**src/rtl/audrx_pkg.sv**
```systemverilog
package audrx_pkg;

    typedef enum logic [1:0] {
        FMT_RJ20 = 2'b00,
        FMT_RJ24 = 2'b01,
        FMT_LJ   = 2'b10,
        FMT_I2S  = 2'b11
    } fmt_e;

    localparam int unsigned SAMPLE_W = 24;
    localparam int unsigned SHORT_W  = 20;

endpackage

```
**src/rtl/audrx_frame_track.sv**
```systemverilog
module audrx_frame_track
    import audrx_pkg::*;
#(
    parameter int unsigned WORD_W = SAMPLE_W
) (
    input  logic bclk,
    input  logic rst_n,
    input  fmt_e fmt,
    input  logic lrck,
    output logic shift_en,
    output logic end_left,
    output logic end_right,
    output logic valid
);

    localparam int unsigned CW = $clog2(WORD_W + 1);

    typedef struct packed {
        logic          lrck;
        logic          left;
        logic [1:0]    prime;
        logic [CW-1:0] k;
        logic          synced;
        logic          left_ok;
        logic          valid;
    } trk_s;

    trk_s trk_d, trk_q;
    logic is_left;
    logic edge_now;
    logic primed;
    logic rj_fmt;

    always_comb begin
        trk_d    = trk_q;
        // I2S: delay the frame clock by one bit and invert it, so the
        // word then lines up as left-justified on the delayed clock.
        is_left  = (fmt == FMT_I2S) ? ~trk_q.lrck : lrck;
        primed   = (trk_q.prime == 2'd2);
        edge_now = primed && (is_left != trk_q.left);
        rj_fmt   = (fmt == FMT_RJ20) || (fmt == FMT_RJ24);

        end_left  = edge_now && trk_q.left && trk_q.synced;
        end_right = edge_now && !trk_q.left && trk_q.synced && trk_q.left_ok;
        shift_en  = rj_fmt || edge_now || (trk_q.k < CW'(WORD_W));

        trk_d.lrck = lrck;
        trk_d.left = is_left;
        if (!primed) begin
            trk_d.prime = trk_q.prime + 2'd1;
        end
        if (edge_now) begin
            trk_d.k = CW'(1);
        end else if (trk_q.k < CW'(WORD_W)) begin
            trk_d.k = trk_q.k + CW'(1);
        end
        if (edge_now) begin
            trk_d.synced = 1'b1;
        end
        if (end_left) begin
            trk_d.left_ok = 1'b1;
        end
        trk_d.valid = end_right;
    end

    always_ff @(posedge bclk or negedge rst_n) begin
        if (!rst_n) begin
            trk_q <= '0;
        end else begin
            trk_q <= trk_d;
        end
    end

    assign valid = trk_q.valid;

    AST_K_BOUND: assert property (@(posedge bclk) disable iff (!rst_n)
        trk_q.k <= CW'(WORD_W));

    AST_VALID_SPACED: assert property (@(posedge bclk) disable iff (!rst_n)
        trk_q.valid |=> !trk_q.valid);

    AST_NO_EARLY_VALID: assert property (@(posedge bclk) disable iff (!rst_n)
        (trk_q.prime != 2'd2) |-> !trk_d.valid);

endmodule

```
**src/rtl/audrx_lane.sv**
```systemverilog
module audrx_lane
    import audrx_pkg::*;
#(
    parameter int unsigned WORD_W = SAMPLE_W,
    parameter int unsigned NARROW = SHORT_W
) (
    input  logic              bclk,
    input  logic              rst_n,
    input  fmt_e              fmt,
    input  logic              din,
    input  logic              shift_en,
    input  logic              end_left,
    input  logic              end_right,
    output logic [WORD_W-1:0] left_w,
    output logic [WORD_W-1:0] right_w
);

    typedef struct packed {
        logic [WORD_W-1:0] sh;
        logic [WORD_W-1:0] lhold;
        logic [WORD_W-1:0] lout;
        logic [WORD_W-1:0] rout;
    } lane_s;

    lane_s ln_d, ln_q;
    logic [WORD_W-1:0] word;

    always_comb begin
        ln_d = ln_q;
        if (fmt == FMT_RJ20) begin
            word = {{(WORD_W-NARROW){ln_q.sh[NARROW-1]}}, ln_q.sh[NARROW-1:0]};
        end else begin
            word = ln_q.sh;
        end
        if (shift_en) begin
            ln_d.sh = {ln_q.sh[WORD_W-2:0], din};
        end
        if (end_left) begin
            ln_d.lhold = word;
        end
        if (end_right) begin
            ln_d.lout = ln_q.lhold;
            ln_d.rout = word;
        end
    end

    always_ff @(posedge bclk or negedge rst_n) begin
        if (!rst_n) begin
            ln_q <= '0;
        end else begin
            ln_q <= ln_d;
        end
    end

    assign left_w  = ln_q.lout;
    assign right_w = ln_q.rout;

    AST_SIGN_EXT: assert property (@(posedge bclk) disable iff (!rst_n)
        (end_right && fmt == FMT_RJ20) |=>
        (ln_q.rout[WORD_W-1:NARROW-1] == '0 || ln_q.rout[WORD_W-1:NARROW-1] == '1));

endmodule

```
**src/rtl/audrx_rx.sv**
```systemverilog
module audrx_rx
    import audrx_pkg::*;
#(
    parameter int unsigned LINES = 3
) (
    input  logic                       bclk,
    input  logic                       rst_n,
    input  logic [1:0]                 fmt,
    input  logic                       lrck,
    input  logic [LINES-1:0]           sdata,
    output logic [LINES*SAMPLE_W-1:0]  left_o,
    output logic [LINES*SAMPLE_W-1:0]  right_o,
    output logic                       valid_o
);

    fmt_e fmt_s;
    logic shift_en;
    logic end_left;
    logic end_right;

    assign fmt_s = fmt_e'(fmt);

    audrx_frame_track #(.WORD_W(SAMPLE_W)) u_track (
        .bclk      (bclk),
        .rst_n     (rst_n),
        .fmt       (fmt_s),
        .lrck      (lrck),
        .shift_en  (shift_en),
        .end_left  (end_left),
        .end_right (end_right),
        .valid     (valid_o)
    );

    for (genvar g = 0; g < LINES; g++) begin : g_lane
        audrx_lane #(.WORD_W(SAMPLE_W), .NARROW(SHORT_W)) u_lane (
            .bclk      (bclk),
            .rst_n     (rst_n),
            .fmt       (fmt_s),
            .din       (sdata[g]),
            .shift_en  (shift_en),
            .end_left  (end_left),
            .end_right (end_right),
            .left_w    (left_o[g*SAMPLE_W +: SAMPLE_W]),
            .right_w   (right_o[g*SAMPLE_W +: SAMPLE_W])
        );
    end

    AST_OUT_HOLD: assert property (@(posedge bclk) disable iff (!rst_n)
        !valid_o |-> ($stable(left_o) && $stable(right_o)));

endmodule

```
**config.mk**
```make
export PLATFORM = sky130hd
export DESIGN_NAME = audrx_rx
export DESIGN_NICKNAME = d
export VERILOG_FILES = /design/src/rtl/audrx_pkg.sv /design/src/rtl/audrx_frame_track.sv /design/src/rtl/audrx_lane.sv /design/src/rtl/audrx_rx.sv
export SDC_FILE = /design/constraint.sdc
export NUM_CORES = 1
export LEC_CHECK = 0
export BUFFER_PORTS_ARGS = -buffer_cell sky130_fd_sc_hd__buf_2
export CAP_MARGIN = 30
export CORE_ASPECT_RATIO = 0.5
export CORE_UTILIZATION = 40
export DETAILED_ROUTE_END_ITERATION = 16
export PLACE_DENSITY = 0.69
export SLEW_MARGIN = 20
export SYNTH_ARGS = -nofsm -noshare
export SYNTH_HDL_FRONTEND = slang
export SYNTH_SLANG_ARGS = --single-unit
```
**constraint.sdc**
```tcl
create_clock -name bclk -period 4.1 [get_ports bclk]
set_input_delay 0.205 -clock bclk [delete_from_list [all_inputs] [get_ports bclk]]
set_output_delay 0.205 -clock bclk [all_outputs]
set_load 0.05 [all_outputs]
```
-- Yosys cells after proc, flatten, opt, wreduce, memory -nomap -nowiden
Cells that the tools add are included.
Widths: inputs -> output; s select.
- bits in registers: 300
- input port bits: 8
- output and inout bits: 145
- word-level logic and storage cells: 45
- $add $sub $neg: 2
- magnitude comparators: 1
- eq/ne operators: 4
- muxes and demuxes: 6
- bitwise operators: 1
- reduce and logical (&&, ||, !) cells: 12
- operator list (cell ; number):
    $mux 24 ; 3
    $mux 5 ; 2
    $logic_and 1x1->1 ; 6
    $add 5x1->5 const B ; 1
    $lt 5x5->1 const B ; 1
    $eq 2x2->1 const B ; 2
    $logic_or 1x1->1 ; 3
    $add 2x1->2 const B ; 1
    $eq 2x1->1 const B ; 1
    $logic_not 2->1 ; 1
    $reduce_bool 2->1 ; 1
    $logic_not 1->1 ; 1
    $mux 1 ; 1
    $ne 1x1->1 ; 1
    $not 1->1 ; 1

-- Logic depth before layout (Yosys ltp)
- depth after elaboration: 7
- mapped depth: 9

-- Cells and area by module
Synthesis repeated with hierarchy kept, for this count alone.
- cell total of the unflattened synthesis: 863
- area, all modules: 13395.3 um^2
- modules (own cells, without submodules) (module ; instances ; cells each ; area an instance (um^2)):
    audrx_lane ; 3 ; 272 ; 4286.6
    audrx_frame_track ; 1 ; 47 ; 535.5

-- Worst setup path after synthesis
Ideal clock, no wire load.
- kind: register to register
- start point: reg u_track.trk_q[8] in the netlist's numbering
- end point: reg g_lane[1].u_lane.ln_q[74] in the netlist's numbering
- library setup time: 0.125 ns
- arrival time: 1.912 ns
- slack: 2.063 ns
- stages on the path, launching flop included: 8
- cells stage by stage: dfrtp_1 -> inv_1 -> ha_1 -> clkbuf_1 -> or4b_4 -> nand3_4 -> buf_6 -> mux2_2
- longest elaborated chain between the ends: 4
- ends and longest elaborated chain (what ; RTL line ; RTL):
    start: declaration ; audrx_frame_track.sv:28 ; trk_s trk_d, trk_q;
    start signal: assignment ; audrx_frame_track.sv:70 ; trk_q <= trk_d;
    $eq 2x2->1 ; audrx_frame_track.sv:39 ; primed = (trk_q.prime == 2'd2);
    $logic_and 1x1->1 ; audrx_frame_track.sv:40 ; edge_now = primed && (is_left != trk_q.left);
    $logic_or 1x1->1 (2 in a row) ; audrx_frame_track.sv:45 ; shift_en = rj_fmt || edge_now || (trk_q.k < CW'(WORD_W));
    end signal: assignment ; audrx_lane.sv:51 ; ln_q <= ln_d;
    end: declaration ; audrx_lane.sv:25 ; lane_s ln_d, ln_q;
Every way passes these cells.
A chain may end at the register's enable or synchronous reset.

-- Worst setup path in the final report
- start point: reg u_track.trk_q[8] in the netlist's numbering
- end point: reg g_lane[2].u_lane.ln_q[81] in the netlist's numbering
- longest elaborated chain between the ends: 4
- ends and longest elaborated chain (what ; RTL line):
    $eq 2x2->1 ; audrx_frame_track.sv:39
    $logic_and 1x1->1 ; audrx_frame_track.sv:40
    $logic_or 1x1->1 (2 in a row) ; audrx_frame_track.sv:45
    end signal: assignment ; audrx_lane.sv:51
    end: declaration ; audrx_lane.sv:25
Every way passes these cells.

==> out/metrics.cfg <==
[setup_path]
path_depth=6
crit_arrival_ns=3.08
critPathTopFamily=simple AND/OR/NAND/NOR gates
crit_path_start_kind=flop
r2r_cells=6
crit_type=reg2reg
required_ns=4.53
crit_path_top_delay_cell=or4b_4
crit_path_cell_trace=inv_1, ha_1, or4b_4, nand3_4, buf_4, mux2_2
slowest_delay_ns=0.54
path_buf_inv=2
crit_fanout=40
cp-end-kind=flop

[global_route]
grt_max_degree=158
grt_pass1_vias=6420
grt_pass1_wl_um=35100
antenna_found_initial=0
grt_overflow=0
gr-usage-all-layers=0.137

[place]
numPortBuffers=152
post-dp-hpwl_um=13300
dpl_cell_area_um2=12400
dp.cells=1218
gp_congestion=0.736
pre_cts_slack_ns=1.41

[clock_tree]
cts.clk_slew.worst_paths_ns=0.06
clk_latency_ns=0.54
post_cts_resized=0
cts_setup_buffers=0
numCtsBuffers=28
clockRootBuffer=clkbuf_16
htree_levels=1
cts_tree=done
postCtsHoldBufs=5
cts_sinks=300
cts_buffer_depth=3

[floorplanning]
core_um2=29600
pin_count=153
die-area_um2=31500
die_h_um=126
initial_core_util=0.416
die_w_um=250
rows=44

[run]
drv_cap=0

[power]
ir_drop_mv=0.282
power_density_nw_per_um2=714
leakage_nw=6.00

[sta]
max_slew_margin=0.433
fin_crit_sh=0.648
setup_tns_ns=0
finalHoldViolCount=0
fmax_ghz=0.376
setup_viol=0
slew_viol_final=0
worstMarginPinSlew_ns=0.851
worst_slack_ns=1.44
clock_skew_ns=0.0104
rsz0062_at_grt=false
post-route-min-period_ns=2.66

[hold_path]
worstHoldPathType=in2reg
holdPathStages=3

[synth]
syn_area_per_cell_um2=14.5
synth-seq-cells=300
async_reset_ff_frac=1.00
synthFlopType=dfrtp_1
yosysUniqueCellTypes=30
yosysSeqAreaShare=0.610
postSynthCellCount=849
synth_nets=859
synth-edff-count=0
synth_area_um2=12300
yosysTopAreaCellShare=0.610
ys_warn_count=0
synth_area_leaders=dfrtp_1, mux2_2, buf_4
synth_top_area_cell=dfrtp_1

[routing]
detail_route.first_pass.iterations=4
dr_total_vias=6134
routed_via_density=4.83
drc=0
drt_wl_total_um=21200
drtIter0Drc=312
ant_nets=0
drt-wirelength-per-cell_um=16.7

[finish]
final_nets=872
finalInstanceArea_um2=13400
areaGrowthSynthToFinish_pct=9.06
ff_latch_area_um2=7510
multi_input_area_um2=3510
num_antenna_cells=0
final_cells=1271
fillCellCount=2603
drive_gt1_frac=0.514

[status]
status=completed

==> path summary, 6_finish.rpt <==
check,slack (ns),from,endpoint
min in group asynchronous,0.30,rst_n,g_lane[2].u_lane.right_w[10]$_DFFE_PN0P_
worst min-delay path,0.12,fmt[0],u_track.trk_q[10]$_DFF_PN0_
worst max-delay path,1.44,u_track.trk_q[8]$_DFFE_PN0P_,g_lane[2].u_lane.ln_q[81]$_DFFE_PN0P_
worst min register to register,0.47,u_track.trk_q[1]$_DFFE_PN0P_,u_track.trk_q[1]$_DFFE_PN0P_
worst max register to register,1.44,u_track.trk_q[8]$_DFFE_PN0P_,g_lane[2].u_lane.ln_q[81]$_DFFE_PN0P_
max in group asynchronous,2.71,rst_n,g_lane[1].u_lane.left_w[4]$_DFFE_PN0P_
==> report_power, final <==
group	total, W	switching [W]	internal (W)
Combinational	0.00291	0.00210	0.000807
Sequential	0.00395	0.000352	0.00360
Clock	0.00273	0.00109	0.00164
==> flip-flops by register name, indices dropped and copies added (netlist names) <==
signal and cells:
u_track.trk_q 11, g_lane.u_lane.ln_q 144, g_lane.u_lane.left_w 72, u_track.valid 1, g_lane.u_lane.right_w 72
==> metal layers <==
layer,vias up,GRT usage,wire length (um)
met5,-,0,0
met4,0,0.0350,520
met3,42,0.0291,683
met2,73,0.235,10700
met1,3210,0.178,9240
li1,2809,-,-
==> worst min-delay path: stages <==
cell and delay, ns:
buf_2 0.09, a21oi_1 0.19, nor2_1 0.13
==> placed cells by master, fill, tap and decap left out, types with 6 or more instances in the layout <==
cell       synthesis  final
dfrtp_1          300    300
mux2_2           245    245
buf_2             23    151
clkbuf_16          0     29
a21oi_1           26     26
nand2_1           19     19
nor2_1            18     18
mux2_1            16     16
o21ai_0           15     15
clkbuf_1           6      6
==> synthesized netlist by cell type, types with 2 or more instances <==
| library cell | n |
|---|---|
| o21ai_0 | 15 |
| nand3_1 | 3 |
| mux2_1 | 16 |
| nor2_1 | 18 |
| and3_1 | 2 |
| a31oi_1 | 2 |
| buf_2 | 23 |
| dfrtp_1 | 300 |
| ha_1 | 2 |
| or2_2 | 2 |
| xnor2_1 | 2 |
| clkbuf_1 | 6 |
| buf_6 | 7 |
| nand2_1 | 19 |
| a21oi_1 | 26 |
| mux2_2 | 245 |
| inv_1 | 5 |
| buf_4 | 144 |
==> through the flow <==
stage / hold slack (ns) / utilization / power, W
finish: 0.121 / 0.453 / 0.00959
global route: 0.120 / 0.453 / 0.0100
CTS: 0.0886 / 0.453 / 0.00974
detailed placement: 0.325 / 0.419 / 0.00696
global placement: 0.299 / 0.418 / 0.00687
floorplan: -0.0906 / - / 0.00681
==> final cells by class <==
type,instances,area share
inverter,5,0.00140
tap,391,0.0364
clock inverter,11,0.0137
clock buffer,37,0.0578
timing repair buffer,164,0.0703
sequential,300,0.559
multi-input combinational,363,0.261
==> kinds of logic after synthesis <==
logic type | Yosys count | synth area share
AOI/OAI and AO/OA | 45 | 0.0190
and+or+nand+nor | 51 | 0.0201
adders and majority gates | 2 | 0.00203
DFF | 300 | 0.610
muxes | 262 | 0.240
xor gates and xnor gates | 3 | 0.00213
buffers and inverters | 186 | 0.107
Note: power is estimated with default switching activity, not from simulation.
